<file path="config.mk">
export PLATFORM = sky130hd
export DESIGN_NAME = hueHistogram
export DESIGN_NICKNAME = d
export VERILOG_FILES = /design/src/rtl/hueHistPkg.sv /design/src/rtl/hueHistCtrl.sv /design/src/rtl/hueHistDatapath.sv /design/src/rtl/hueHistogram.sv
export SDC_FILE = /design/constraint.sdc
export NUM_CORES = 1
export LEC_CHECK = 0
export CAP_MARGIN = 20
export CELL_PAD_IN_SITES_DETAIL_PLACEMENT = 1
export CELL_PAD_IN_SITES_GLOBAL_PLACEMENT = 2
export CORE_MARGIN = 2
export CORE_UTILIZATION = 43
export CTS_CLUSTER_SIZE = 20
export DETAILED_ROUTE_END_ITERATION = 10
export PLACE_DENSITY = 0.91
export REMOVE_ABC_BUFFERS = 1
export SLEW_MARGIN = 20
export SYNTH_ARGS = -nofsm -noshare
export SYNTH_HDL_FRONTEND = slang
export SYNTH_HIERARCHICAL = 1
export SYNTH_SLANG_ARGS = --single-unit
</file>
<file path="constraint.sdc">
create_clock -name clk -period 6.3 [get_ports clk]
set_input_delay 1.575 -clock clk [delete_from_list [all_inputs] [get_ports clk]]
set_output_delay 1.575 -clock clk [all_outputs]
set_load 0.01 [all_outputs]
</file>
<file path="src/rtl/hueHistPkg.sv">
package hueHistPkg;
  localparam int NUM_BINS = 36;
  localparam int BIN_DEG  = 10;
  localparam int HUE_W    = 9;
  localparam int CODE_W   = 5;
  localparam int CNT_W    = 12;
  localparam int COL_W    = 7;
  localparam int ROW_W    = 6;
  localparam int ADDR_W   = 6;

  typedef struct packed {
    logic clearAll;
    logic countEn;
  } histStrobes_t;

  typedef enum logic [1:0] {
    CAP_IDLE,
    CAP_ARMED,
    CAP_RUN,
    CAP_FIN
  } capState_t;
endpackage

</file>
<file path="src/rtl/hueHistCtrl.sv">
module hueHistCtrl
  import hueHistPkg::*;
#(
  parameter int COLS_W = COL_W,
  parameter int ROWS_W = ROW_W,
  parameter int GATE_W = CODE_W
) (
  input  logic              clk,
  input  logic              rstN,
  input  logic              startPulse,
  input  logic [COLS_W-1:0] colLo,
  input  logic [COLS_W-1:0] colHi,
  input  logic [ROWS_W-1:0] rowLo,
  input  logic [ROWS_W-1:0] rowHi,
  input  logic [GATE_W-1:0] satThresh,
  input  logic [GATE_W-1:0] intThresh,
  input  logic              frameSync,
  input  logic              lineEnd,
  input  logic              pixValid,
  input  logic [GATE_W-1:0] sat,
  input  logic [GATE_W-1:0] inten,
  output histStrobes_t      strobes,
  output logic              done
);
  // one spare bit so positions past the array edge never alias into the window
  localparam int CP_W = COLS_W + 1;
  localparam int RP_W = ROWS_W + 1;
  localparam logic [CP_W-1:0] COL_MAX = '1;
  localparam logic [RP_W-1:0] ROW_MAX = '1;

  capState_t         capState;
  logic [COLS_W-1:0] colLoQ, colHiQ;
  logic [ROWS_W-1:0] rowLoQ, rowHiQ;
  logic [GATE_W-1:0] satThQ, intThQ;
  logic [CP_W-1:0]   colPos;
  logic [RP_W-1:0]   rowPos;
  logic              doneQ;

  logic inWindow, atCorner, gatePass, takePix;

  always_comb begin
    inWindow = (colPos >= {1'b0, colLoQ}) && (colPos <= {1'b0, colHiQ}) &&
               (rowPos >= {1'b0, rowLoQ}) && (rowPos <= {1'b0, rowHiQ});
    atCorner = (colPos == {1'b0, colHiQ}) && (rowPos == {1'b0, rowHiQ});
    gatePass = (sat >= satThQ) && (inten >= intThQ);
    takePix  = !startPulse && !frameSync && pixValid && (capState == CAP_RUN);
    strobes.clearAll = startPulse;
    strobes.countEn  = takePix && inWindow && gatePass;
  end

  always_ff @(posedge clk) begin
    if (!rstN) begin
      capState <= CAP_IDLE;
      colLoQ   <= '0;
      colHiQ   <= '0;
      rowLoQ   <= '0;
      rowHiQ   <= '0;
      satThQ   <= '0;
      intThQ   <= '0;
      colPos   <= '0;
      rowPos   <= '0;
      doneQ    <= 1'b0;
    end else if (startPulse) begin
      capState <= CAP_ARMED;
      colLoQ   <= colLo;
      colHiQ   <= colHi;
      rowLoQ   <= rowLo;
      rowHiQ   <= rowHi;
      satThQ   <= satThresh;
      intThQ   <= intThresh;
      doneQ    <= 1'b0;
    end else if (frameSync && (capState == CAP_ARMED || capState == CAP_RUN)) begin
      capState <= CAP_RUN;
      colPos   <= '0;
      rowPos   <= '0;
    end else if (capState == CAP_RUN) begin
      if (takePix && atCorner) begin
        capState <= CAP_FIN;
        doneQ    <= 1'b1;
      end
      if (lineEnd) begin
        colPos <= '0;
        if (rowPos != ROW_MAX) rowPos <= rowPos + 1'b1;
      end else if (pixValid && colPos != COL_MAX) begin
        colPos <= colPos + 1'b1;
      end
    end
  end

  assign done = doneQ;
endmodule

</file>
<file path="src/rtl/hueHistDatapath.sv">
module hueHistDatapath
  import hueHistPkg::*;
#(
  parameter int BINS   = NUM_BINS,
  parameter int DEG    = BIN_DEG,
  parameter int ANG_W  = HUE_W,
  parameter int CW     = CNT_W,
  parameter int AW     = ADDR_W
) (
  input  logic             clk,
  input  logic             rstN,
  input  histStrobes_t     strobes,
  input  logic [ANG_W-1:0] hue,
  input  logic [AW-1:0]    rdAddr,
  output logic [CW-1:0]    rdData
);
  localparam logic [ANG_W-1:0] HUE_LIMIT = ANG_W'(BINS * DEG);
  localparam logic [ANG_W-1:0] DEG_V     = ANG_W'(DEG);
  localparam logic [AW-1:0]    LAST_BIN  = AW'(BINS - 1);
  localparam logic [AW-1:0]    BINS_V    = AW'(BINS);
  localparam logic [CW-1:0]    CNT_MAX   = '1;

  logic [ANG_W-1:0] hueQuot;
  logic [AW-1:0]    binIdx;
  logic [CW-1:0]    binCnt [BINS];
  logic [CW-1:0]    rdNext;

  always_comb begin
    hueQuot = hue / DEG_V;
    binIdx  = (hue >= HUE_LIMIT) ? LAST_BIN : AW'(hueQuot);
  end

  for (genvar b = 0; b < BINS; b++) begin : gBin
    always_ff @(posedge clk) begin
      if (!rstN || strobes.clearAll) begin
        binCnt[b] <= '0;
      end else if (strobes.countEn && binIdx == AW'(b) && binCnt[b] != CNT_MAX) begin
        binCnt[b] <= binCnt[b] + 1'b1;
      end
    end
  end

  always_comb begin
    rdNext = '0;
    if (rdAddr < BINS_V) rdNext = binCnt[rdAddr];
  end

  always_ff @(posedge clk) begin
    if (!rstN) rdData <= '0;
    else       rdData <= rdNext;
  end
endmodule

</file>
<file path="src/rtl/hueHistogram.sv">
module hueHistogram
  import hueHistPkg::*;
(
  input  logic              clk,
  input  logic              rstN,
  input  logic              startPulse,
  input  logic [COL_W-1:0]  colLo,
  input  logic [COL_W-1:0]  colHi,
  input  logic [ROW_W-1:0]  rowLo,
  input  logic [ROW_W-1:0]  rowHi,
  input  logic [CODE_W-1:0] satThresh,
  input  logic [CODE_W-1:0] intThresh,
  input  logic              frameSync,
  input  logic              lineEnd,
  input  logic              pixValid,
  input  logic [HUE_W-1:0]  hue,
  input  logic [CODE_W-1:0] sat,
  input  logic [CODE_W-1:0] inten,
  input  logic [ADDR_W-1:0] rdAddr,
  output logic [CNT_W-1:0]  rdData,
  output logic              done
);
  histStrobes_t strobes;

  hueHistCtrl #(.COLS_W(COL_W), .ROWS_W(ROW_W), .GATE_W(CODE_W)) ctrl (
    .clk(clk), .rstN(rstN), .startPulse(startPulse),
    .colLo(colLo), .colHi(colHi), .rowLo(rowLo), .rowHi(rowHi),
    .satThresh(satThresh), .intThresh(intThresh),
    .frameSync(frameSync), .lineEnd(lineEnd), .pixValid(pixValid),
    .sat(sat), .inten(inten), .strobes(strobes), .done(done)
  );

  hueHistDatapath #(.BINS(NUM_BINS), .DEG(BIN_DEG), .ANG_W(HUE_W),
                    .CW(CNT_W), .AW(ADDR_W)) dpath (
    .clk(clk), .rstN(rstN), .strobes(strobes), .hue(hue),
    .rdAddr(rdAddr), .rdData(rdData)
  );
endmodule

</file>
# Word level (Yosys, flattened, before mapping)

Memories as Yosys holds them, arrays and structs flattened. A register that Yosys moved wholly into a read port is not among the register bits.
Index checks and enable logic that the tools add are counted.

Add/subtract/negate cells: 38
Div/mod/pow operators: 1
Order comparisons: 8
Equal/unequal tests: 77
Multiplexer cells: 159
Bitwise gates (word level): 39
Reductions and logical operators: 106

Operators by type and width:

| operator                                      | count |
|---|---|
| adder 12 x 1 -> 12 bit, second input constant | 36 |
| two-way mux 12 bit                            | 36 |
| != test 12 bit, second input constant         | 36 |
| two-way mux 1 bit                             | 111 |
| == test 6 x 5 -> 1 bit, second input constant | 16 |
| logical AND 1 bit                             | 85 |
| == test 6 x 4 -> 1 bit, second input constant | 8 |
| OR 1 bit                                      | 36 |
| two-way mux 8 bit                             | 4 |
| two-way mux 7 bit                             | 4 |
| == test 6 x 3 -> 1 bit, second input constant | 4 |
| == test 6 bit, second input constant          | 4 |
| == test 6 x 2 -> 1 bit, second input constant | 2 |
| >= comparator 5 bit                           | 2 |
| divider 9 x 4 -> 9 bit, second input constant | 1 |
| >= comparator 9 bit, second input constant    | 1 |
| nonzero test 3 bit                            | 3 |
| adder 8 x 1 -> 8 bit, second input constant   | 1 |
| == test 8 x 7 -> 1 bit                        | 1 |
| >= comparator 8 x 7 -> 1 bit                  | 1 |
| <= comparator 8 x 7 -> 1 bit                  | 1 |
| != test 8 bit, second input constant          | 1 |
| nonzero test 2 bit                            | 4 |
| adder 7 x 1 -> 7 bit, second input constant   | 1 |
| other kinds (18)                              | 29 |

Register bits after elaboration: 54
Memory bits (writable): 432
Output and inout port bits: 13
Logic and storage cells: 440
Memories kept: 1

Memory list:

| name         | depth | bits a word | rd ports | clocked after Yosys merged registers in | wr ports | line                  | text |
|---|---|---|---|---|---|---|---|
| dpath.binCnt | 36    | 12          | 37       | 1                                       | 36       | hueHistDatapath.sv:25 | `logic [CW-1:0] binCnt [BINS];` |

# Logic depth before layout (Yosys ltp)

Gate-level depths: netlist of the first run.

Depth in word-level cells: 12
Gate-level depth with buffers: 16
Depth with buffers taken out: 13

# By module

The synthesis of the first run kept the hierarchy.

Modules (own cells, without submodules):

| module          | times used | cells an instance | area an instance (µm²) | seq. area each (µm²) |
|---|---|---|---|---|
| hueHistDatapath | 1          | 2440              | 27696.6                | 13212.7 |
| hueHistCtrl     | 1          | 340               | 3139.3                 | 1081.0 |

# Worst setup path after synthesis of the first run

Ideal clock, no wire load.

Kind: input to register
Start point: input sat[0]
End point: memory dpath/binCnt[8][0] (netlist bit), enable pin
Library setup time: 398 ps
Arrival: 4715 ps
Required time: 5902 ps
Slack: 1187 ps
Cell stages on the path: 16
Path buffers: 3
Cell sequence: inv_1 ha_1 nand2b_1 a21o_1 a21oi_1 o21ai_0 nand4_1 nor3_1 and3b_1 clkbuf_1 nand2_1 clkbuf_1 a41oi_1 nand2_1 clkbuf_1 o21ai_0

RTL lines:

| what               | line                  | text |
|---|---|---|
| start: declaration | hueHistogram.sv:17    | `input logic [CODE_W-1:0] sat,` |
| end: declaration   | hueHistDatapath.sv:25 |  |

==> metrics list, run 1 <==
- Post-CTS Setup Repair Bufs: 0
* Post-route ant nets: 0
* Wire length of the first global-routing pass: 145000 um
* Kind of capture point of the worst setup path: register
- Cell leakage power: 0.0114 uW
- In the final routed layout, each cell accounts on average for 24.1 um.
* Hold-fix buffers, CTS: 0
- Detailed-route wire length: approximately 90000 um
- Among all cell types in the netlist, the one instantiated most often is edfxtp_1.
- Once the floorplan was initialized, standard cells occupied 43.3% of the core.
- Worst Hold Launch: ctrl/done
- The longest clock path from root to sink contains 3 buffers.
- Most common library cells after synthesis: 432 x edfxtp_1, 223 x xor2_1, 208 x nor2_1, 174 x nor4_1, 167 x nand2_1
- After global routing the overflow that remains totals 0.
* Mean Syn Cell Area: 11.1 um2
* Final TNS setup: 0 ps
* Final setup violation count: 0
* Synthesis Warnings: 6
* Total of cells resized after clock tree synthesis: 0
- The clock period could shrink to 5130 ps.
- The synthesized design contains 498 register bits.
- Counting flops with a built-in enable in the synthesized netlist gives 432.
- Counting every instance in the synthesized netlist gives 2780.
- Library cells used by synthesis: between 80 and 90
* Instance area after placement: 32700 um2
* Layout cell share with drive strength beyond 1: about an eighth
- Static timing analysis puts the maximum clock frequency at between 0.15 and 0.2 GHz.
- The mapped netlist covers 30800 um2.
* Die Span Y: 272 um
* Max Slew Vio Count: 0
- Number of fillers in the final layout: 7548
- In the synthesized netlist the dominant register cell turns out to be edfxtp_1.
- The clock drives 498 sinks.
* Worst Setup Start Kind: input pin
- Clock tree from TritonCTS: built
- The initial antenna violation count is 2.
- Global routing consumed, over all layers together, 24.8% of the routing resources.
- The flow ran to the end, and the final reports show no timing, DRC or antenna violations.
- Root buf cell: clkbuf_16
- Top-Level Pins: 80
* Sequential element share of the synthesized area: around 46%
- Synth async-reset ratio: 0%
- Data on the critical path arrives at its endpoint at 5440 ps.
- Across the run, the number of max-cap violations was 0.
- Relative to the synthesized area, the layout overhead comes to 11.9%.
- In the routed design, unresolved DRC markers number 0.
- Clock latency on the worst-skew pair, taken at its later pin, is 610 ps.
- After clock tree synthesis, the clock-pin slew on the worst setup and hold paths is around 50 ps.
- Post-synthesis cell type with the largest combined area: edfxtp_1
- Summing all non-filler instances in the final layout gives an area of 34500 um2.
* Number of rows created at floorplan: 98
* Number of optimization iterations in the first detailed-route pass: 5
* Final weighted congestion in routability-driven placement: roughly 0.9
- In this run the biggest area consumer among cell types represents 42.1% of the synthesized area.
* Worst path setup slack after routing: between 1000 and 1500 ps
- Clock skew on the completed layout was measured at between 15 and 20 ps.
- Detailed placement finished with a half-perimeter wire length of 65200 um.
- Crit path required time: roughly 6600 ps
- Worst-path maximum fanout: 12
- Final number of hold-violating endpoints: 0
- Area inside the core boundary: 71200 um2
- The via count of the first global-routing pass came to ~25k.
- The die is 272 um wide.
* Max transition margin: 22.7%
* Worst min-delay path category: reg -> reg
- Multi-input logic area: 15400 um2
* Vias after detailed routing: ~24k
- By area the synthesized netlist is led by edfxtp_1 42%, mux4_2 9.6%, xor2_1 6.3%.
* Count of buffers from port buffering: 78
* Die footprint: around 74000 um2
- Drt first-iter violations: 2348
* Unrepaired setup endpoints after global routing: false
- VDD sags by at most roughly 0.00019 V.
- Placement-stage worst setup slack: between 600 and 700 ps
- At the pin with the least slew margin, the transition time is 1160 ps.
- The setup path with the least slack is of type in -> reg.
* Final period util: 81.4%
- In this run the number of H-tree levels came out at 2.
* Power density over the cells: between 200 and 250 nW/um2
- In this run the critical register-to-register path is launched from ctrl/colPos[6].
- Clock buffers created by TritonCTS: 57
- Summing all flip-flop and latch instances after layout gives 14300 um2.
* Number of vias per cell: between 6 and 7
- Largest net degree at the start of global routing: 75
* Launch point of the worst path: sat[0]
- After the last flow step, the layout net total stands at 2959.
==> layout make-up <==
cell class / instances / area share [%]
multi-input cells: 2011 / 44.7
flip-flops and latches: 498 / 41.4
clock buffers: 70 / 4.36
repair buffers: 157 / 4.14
well taps: 950 / 3.44
inverters: 92 / 1.00
clock inverters: 32 / 0.877
diodes: 2 / 0.0145
==> flip-flops by register name, indices dropped and copies added (netlist names) <==
signal,cells
ctrl/colLoQ,7
ctrl/rowLoQ,6
ctrl/done,1
ctrl/rowPos,7
ctrl/rowHiQ,6
dpath/rdData,12
ctrl/satThQ,5
ctrl/colPos,8
dpath/binCnt,432
ctrl/colHiQ,7
ctrl/intThQ,5
ctrl/capState,2
==> critical path, cell delays in order <==
cell	delay, ps
clkdlybuf4s50_1	460
inv_1	40
ha_1	260
nand2b_1	100
a21o_1	120
a21oi_1	70
o21ai_0	310
nand4_1	210
nor3_1	220
buf_4	180
and3b_1	440
nand2_1	420
a41o_1	530
o21ai_0	230
buf_4	240
==> per-layer routing <==
layer	GRT usage (%)	share of wire [%]
met1	32.8	41
met2	41.8	49
met3	3.56	6.3
met4	8.44	3.2
met5	0	0
==> report_power, final <==
part	switching (uW)	leakage, uW	internal, uW
combinational	535	0.00519	353
sequential	181	0.00535	3710
clock	1370	0.000893	1930
==> cell families after synthesis <==
group	Yosys count	synth area share, %
flops	498	46.4
compound gates	201	4.56
fa+ha+maj	77	3.11
buf+inv	271	3.83
xor+xnor	370	10.5
simple gates	1181	20.4
mux	182	11.3
==> path summary, 6_finish.rpt <==
check / endpoint / slack, ps / cells after the start
max: dpath/binCnt[13][5] / 1170 / 15
min: ctrl/done / 450 / 2
max reg2reg: dpath/binCnt[13][5] / 2090 / 13
min reg2reg: ctrl/done / 450 / 2
==> per-stage QoR <==
stage          std cells  power [uW]  utilization (%)  hold WS, ps
6_report            3812        8080             48.4          452
5_1_grt             3811        8350             48.4          484
4_1_cts             3810        8140             48.4          459
3_5_place_dp        3708        4830             45.9          449
3_3_place_gp        3708        4780             45.9          434
2_1_floorplan       2601        4360                -          468
==> layout by cell type (no fill, tap or decap), types with 8 or more instances in the layout <==
cell type          n
xor2_1           223
clkdlybuf4s50_1   74
buf_4             74
clkinv_2          13
clkbuf_1          10
inv_1             92
nor2_1           207
nand2b_1          12
nand4_1           52
clkinv_1          11
a21oi_1           36
nor3b_1           11
nor3_1           164
mux4_2           132
dfxtp_1           66
and4_1            26
edfxtp_1         432
ha_1              75
a21o_1             8
mux2i_1           50
o21ai_0           52
nor4_2            10
nand3_1          164
o21ai_1            9
nor2_2            13
or3_1             10
and2_1            12
nor2b_1           48
nand2_1          166
nor4_1           174
and3_1            72
xnor2_1          147
a31o_2            13
clkbuf_16         57
(Power assumes the default switching activity.)
==> inputs of run 2 (changes only) <==
- clock period: 6.3 -> 5.35 ns (I/O delays scaled with it)
==> metrics list, run 2 (synthesis results as in run 1) <==
* Status: complete, no violations (unchanged)
- The via count was 23.7k (was 23.6k).
- The leakage power of the design is 0.0115 uW (was 0.0114 uW).
- Die Span Y: 272 um (unchanged)
- The register area is 14300 um2 (unchanged).
- The remaining max-slew budget at the tightest pin came to 29.5% (was 22.7%).
- The iteration-0 DRC count of the detailed router is 2102 (was 2348).
- The initial antenna violation count came to 2 (unchanged).
* Crit path required time: 5660 ps (was 6610 ps)
* Area inside the core boundary: 71200 um2 (unchanged)
- The pin count of the biggest net entering global routing is 71 (was 75).
- The placed cell count is 3737 (was 3708).
* Top-Level Pins: 80 (unchanged)
* Power density over the cells: 267 nW/um2 (was 234 nW/um2)
- Max Slew Vio Count: 0 (unchanged)
- DRC errors left: 0 (unchanged)
- Dividing the final minimum period by the clock period gives 85.6%.
- Flip-flop count of the largest register after layout: 432 (unchanged)
- Clock tree skew after final layout: 23.2 ps (was 15.6 ps)
- Number of optimization iterations in the first detailed-route pass: 5 (unchanged)
- Minimum clock period: 4580 ps
- Root buf cell: clkbuf_16 (unchanged)
- The clock latency on the worst-skew pair was 620 ps (was 610 ps).
- The final HPWL from detailed placement was 67400 um (was 65200 um).
- Top library cells by usage in the layout, fill and taps aside: 432 x edfxtp_1, 223 x xor2_1, 207 x nor2_1 (unchanged).
* Vias in the first global route: 24.7k (was 24.8k)
- Worst Setup Start Kind: input pin (unchanged)
- Growth of design area from synthesis to finish: 12.4% (was 11.9%)
- Wire length of the first global-routing pass: 145000 um (about the same)
- Post-detailed-route wirelength per cell: 24.1 um (about the same)
- The total wirelength of the detailed-routed design came to 92600 um (was 92000 um).
- Fin nets: 2988 (was 2959)
* Final non-filler cell total: 3838 (was 3812)
- The most common cell after layout, fill and taps aside is edfxtp_1 (unchanged).
- Layout cell share with drive strength beyond 1: 13.5% (was 12.9%)
* Number of rows created at floorplan: 98 (unchanged)
- Unrepaired setup endpoints after global routing: false (unchanged).
- Chip Width: 272 um (unchanged)
- Post-CTS Setup Repair Bufs: 0 (unchanged)
- Number of maximum-capacitance constraint violations: 0 (unchanged)
- Largest register by flop count: dpath/binCnt (unchanged)
- Least-Margin Pin Slew: 1050 ps (was 1160 ps)
* Util after Layout: 48.7% (was 48.4%)
- Worst ir drop on vdd: 0.000257 V (was 0.000191 V)
- Number of vias per cell: 6.18 (was 6.20)
* Number of fillers in the final layout: 7553 (was 7548)
- The H-tree depth was 2 (unchanged).
- Clock sink total: 498 (unchanged)
* Global route total overflow: 0 (unchanged)
- The number of routed nets with antenna violations was 0 (unchanged).
* Worst-case hold slack: 448 ps (was 452 ps)
- The final weighted congestion of routability-driven global placement is 0.896 (was 0.886).
* Kind of capture point of the worst setup path: register (unchanged)
- Met2 global-route usage: 42.6% (was 41.8%)
- Global Route met3 Usage: 3.52% (was 3.56%)
- Count of buffers from port buffering: 78 (unchanged)
- Total of cells resized after clock tree synthesis: 0 (unchanged)
- Arrival time at the worst endpoint: 4900 ps (was 5440 ps)
- Clock-pin slew on the worst setup and hold paths: 60 ps (was 50 ps)
* Starting Density: 43.3% (unchanged)
- Clock buffers created by TritonCTS: 56 (was 57)
- The class of the worst hold path was reg -> reg (unchanged).
* Die footprint: 73900 um2 (unchanged)
* Final number of hold-violating endpoints: 0 (unchanged)
* Worst-path maximum fanout: 12 (unchanged)
* Total track usage: 24.8% (about the same)
* Layer with the highest usage after global routing: met2 (unchanged)
* Multi-input logic area: 15400 um2 (unchanged)
* Routing usage on met1: 31.9% (was 32.8%)
- The TritonCTS clock tree is built (unchanged).
- The critical setup path kind is in -> reg (unchanged).
- The clock tree buffer depth was 3 (unchanged).
* Final setup violation count: 0 (unchanged)
- Max Fclk: 0.218 GHz
- Leading registers by flop count: dpath/binCnt: 432 flops, dpath/rdData: 12 flops, ctrl/colPos: 8 flops (unchanged)
- Hold-fix buffers, CTS: 0 (unchanged)
==> run 2: changes by cell type in the layout (fill, tap and decap cells not counted), sizes merged <==
cell,delta
clkinv,-2
bufinv,-5
clkbuf,+5
buf,+29
clkinvlp,-1
==> run 2: layout make-up <==
cell class,count,share of cell area (%)
Inverter,92,0.996
Clock inverter,24,0.422
Multi-Input combinational cell,2011,44.5
Sequential cell,498,41.2
Antenna cell,2,0.0144
Tap cell,950,3.43
Clock buffer,74,4.32
Timing Repair Buffer,187,5.06
==> run 2: final timing paths <==
check                                     from             endpoint  slack [ps]  cells after the start
worst max-delay path                    sat[0]  dpath/binCnt[9][11]         770                     15
worst min-delay path                 ctrl/done            ctrl/done         450                      2
worst max register to register  ctrl/colPos[6]  dpath/binCnt[9][11]        1400                     13
worst min register to register       ctrl/done            ctrl/done         450                      2
==> run 2: through the flow <==
step / TNS [ps] / area (um2) / worst slack [ps] / power, uW
global route: 0 / 34700 / 588 / 9560
detailed placement: 0 / 33000 / 128 / 5720
CTS: 0 / 34700 / 791 / 9330
global placement: 0 / 33000 / 197 / 5670
finish: 0 / 34700 / 768 / 9260
floorplan: -153130 / 30000 / -1080 / 5140
==> run 2: power by group <==
group          internal, uW  total (uW)  switching (uW)
combinational           442        1080             639
clock                  2000        3590            1600
sequential             4370        4580             211
==> run 2: critical path: stages <==
cell and delay (ps):
clkdlybuf4s50_1 460, inv_1 50, ha_1 260, nand2b_1 100, a21o_1 120, a21oi_1 60, o21ai_0 270, nand4_1 200
nor3_1 250, buf_4 190, and3b_1 390, nand2_1 330, a31o_2 410, o21ai_0 210, buf_4 250
==> run 2: layer usage <==
layer  wire length, um  share of wire, %  vias up
li1                  -                 -    10594
met1             37300                40    12182
met2             45800                50      773
met3              6090               6.6      179
met4              3330               3.6        0
met5                 0                 0        -
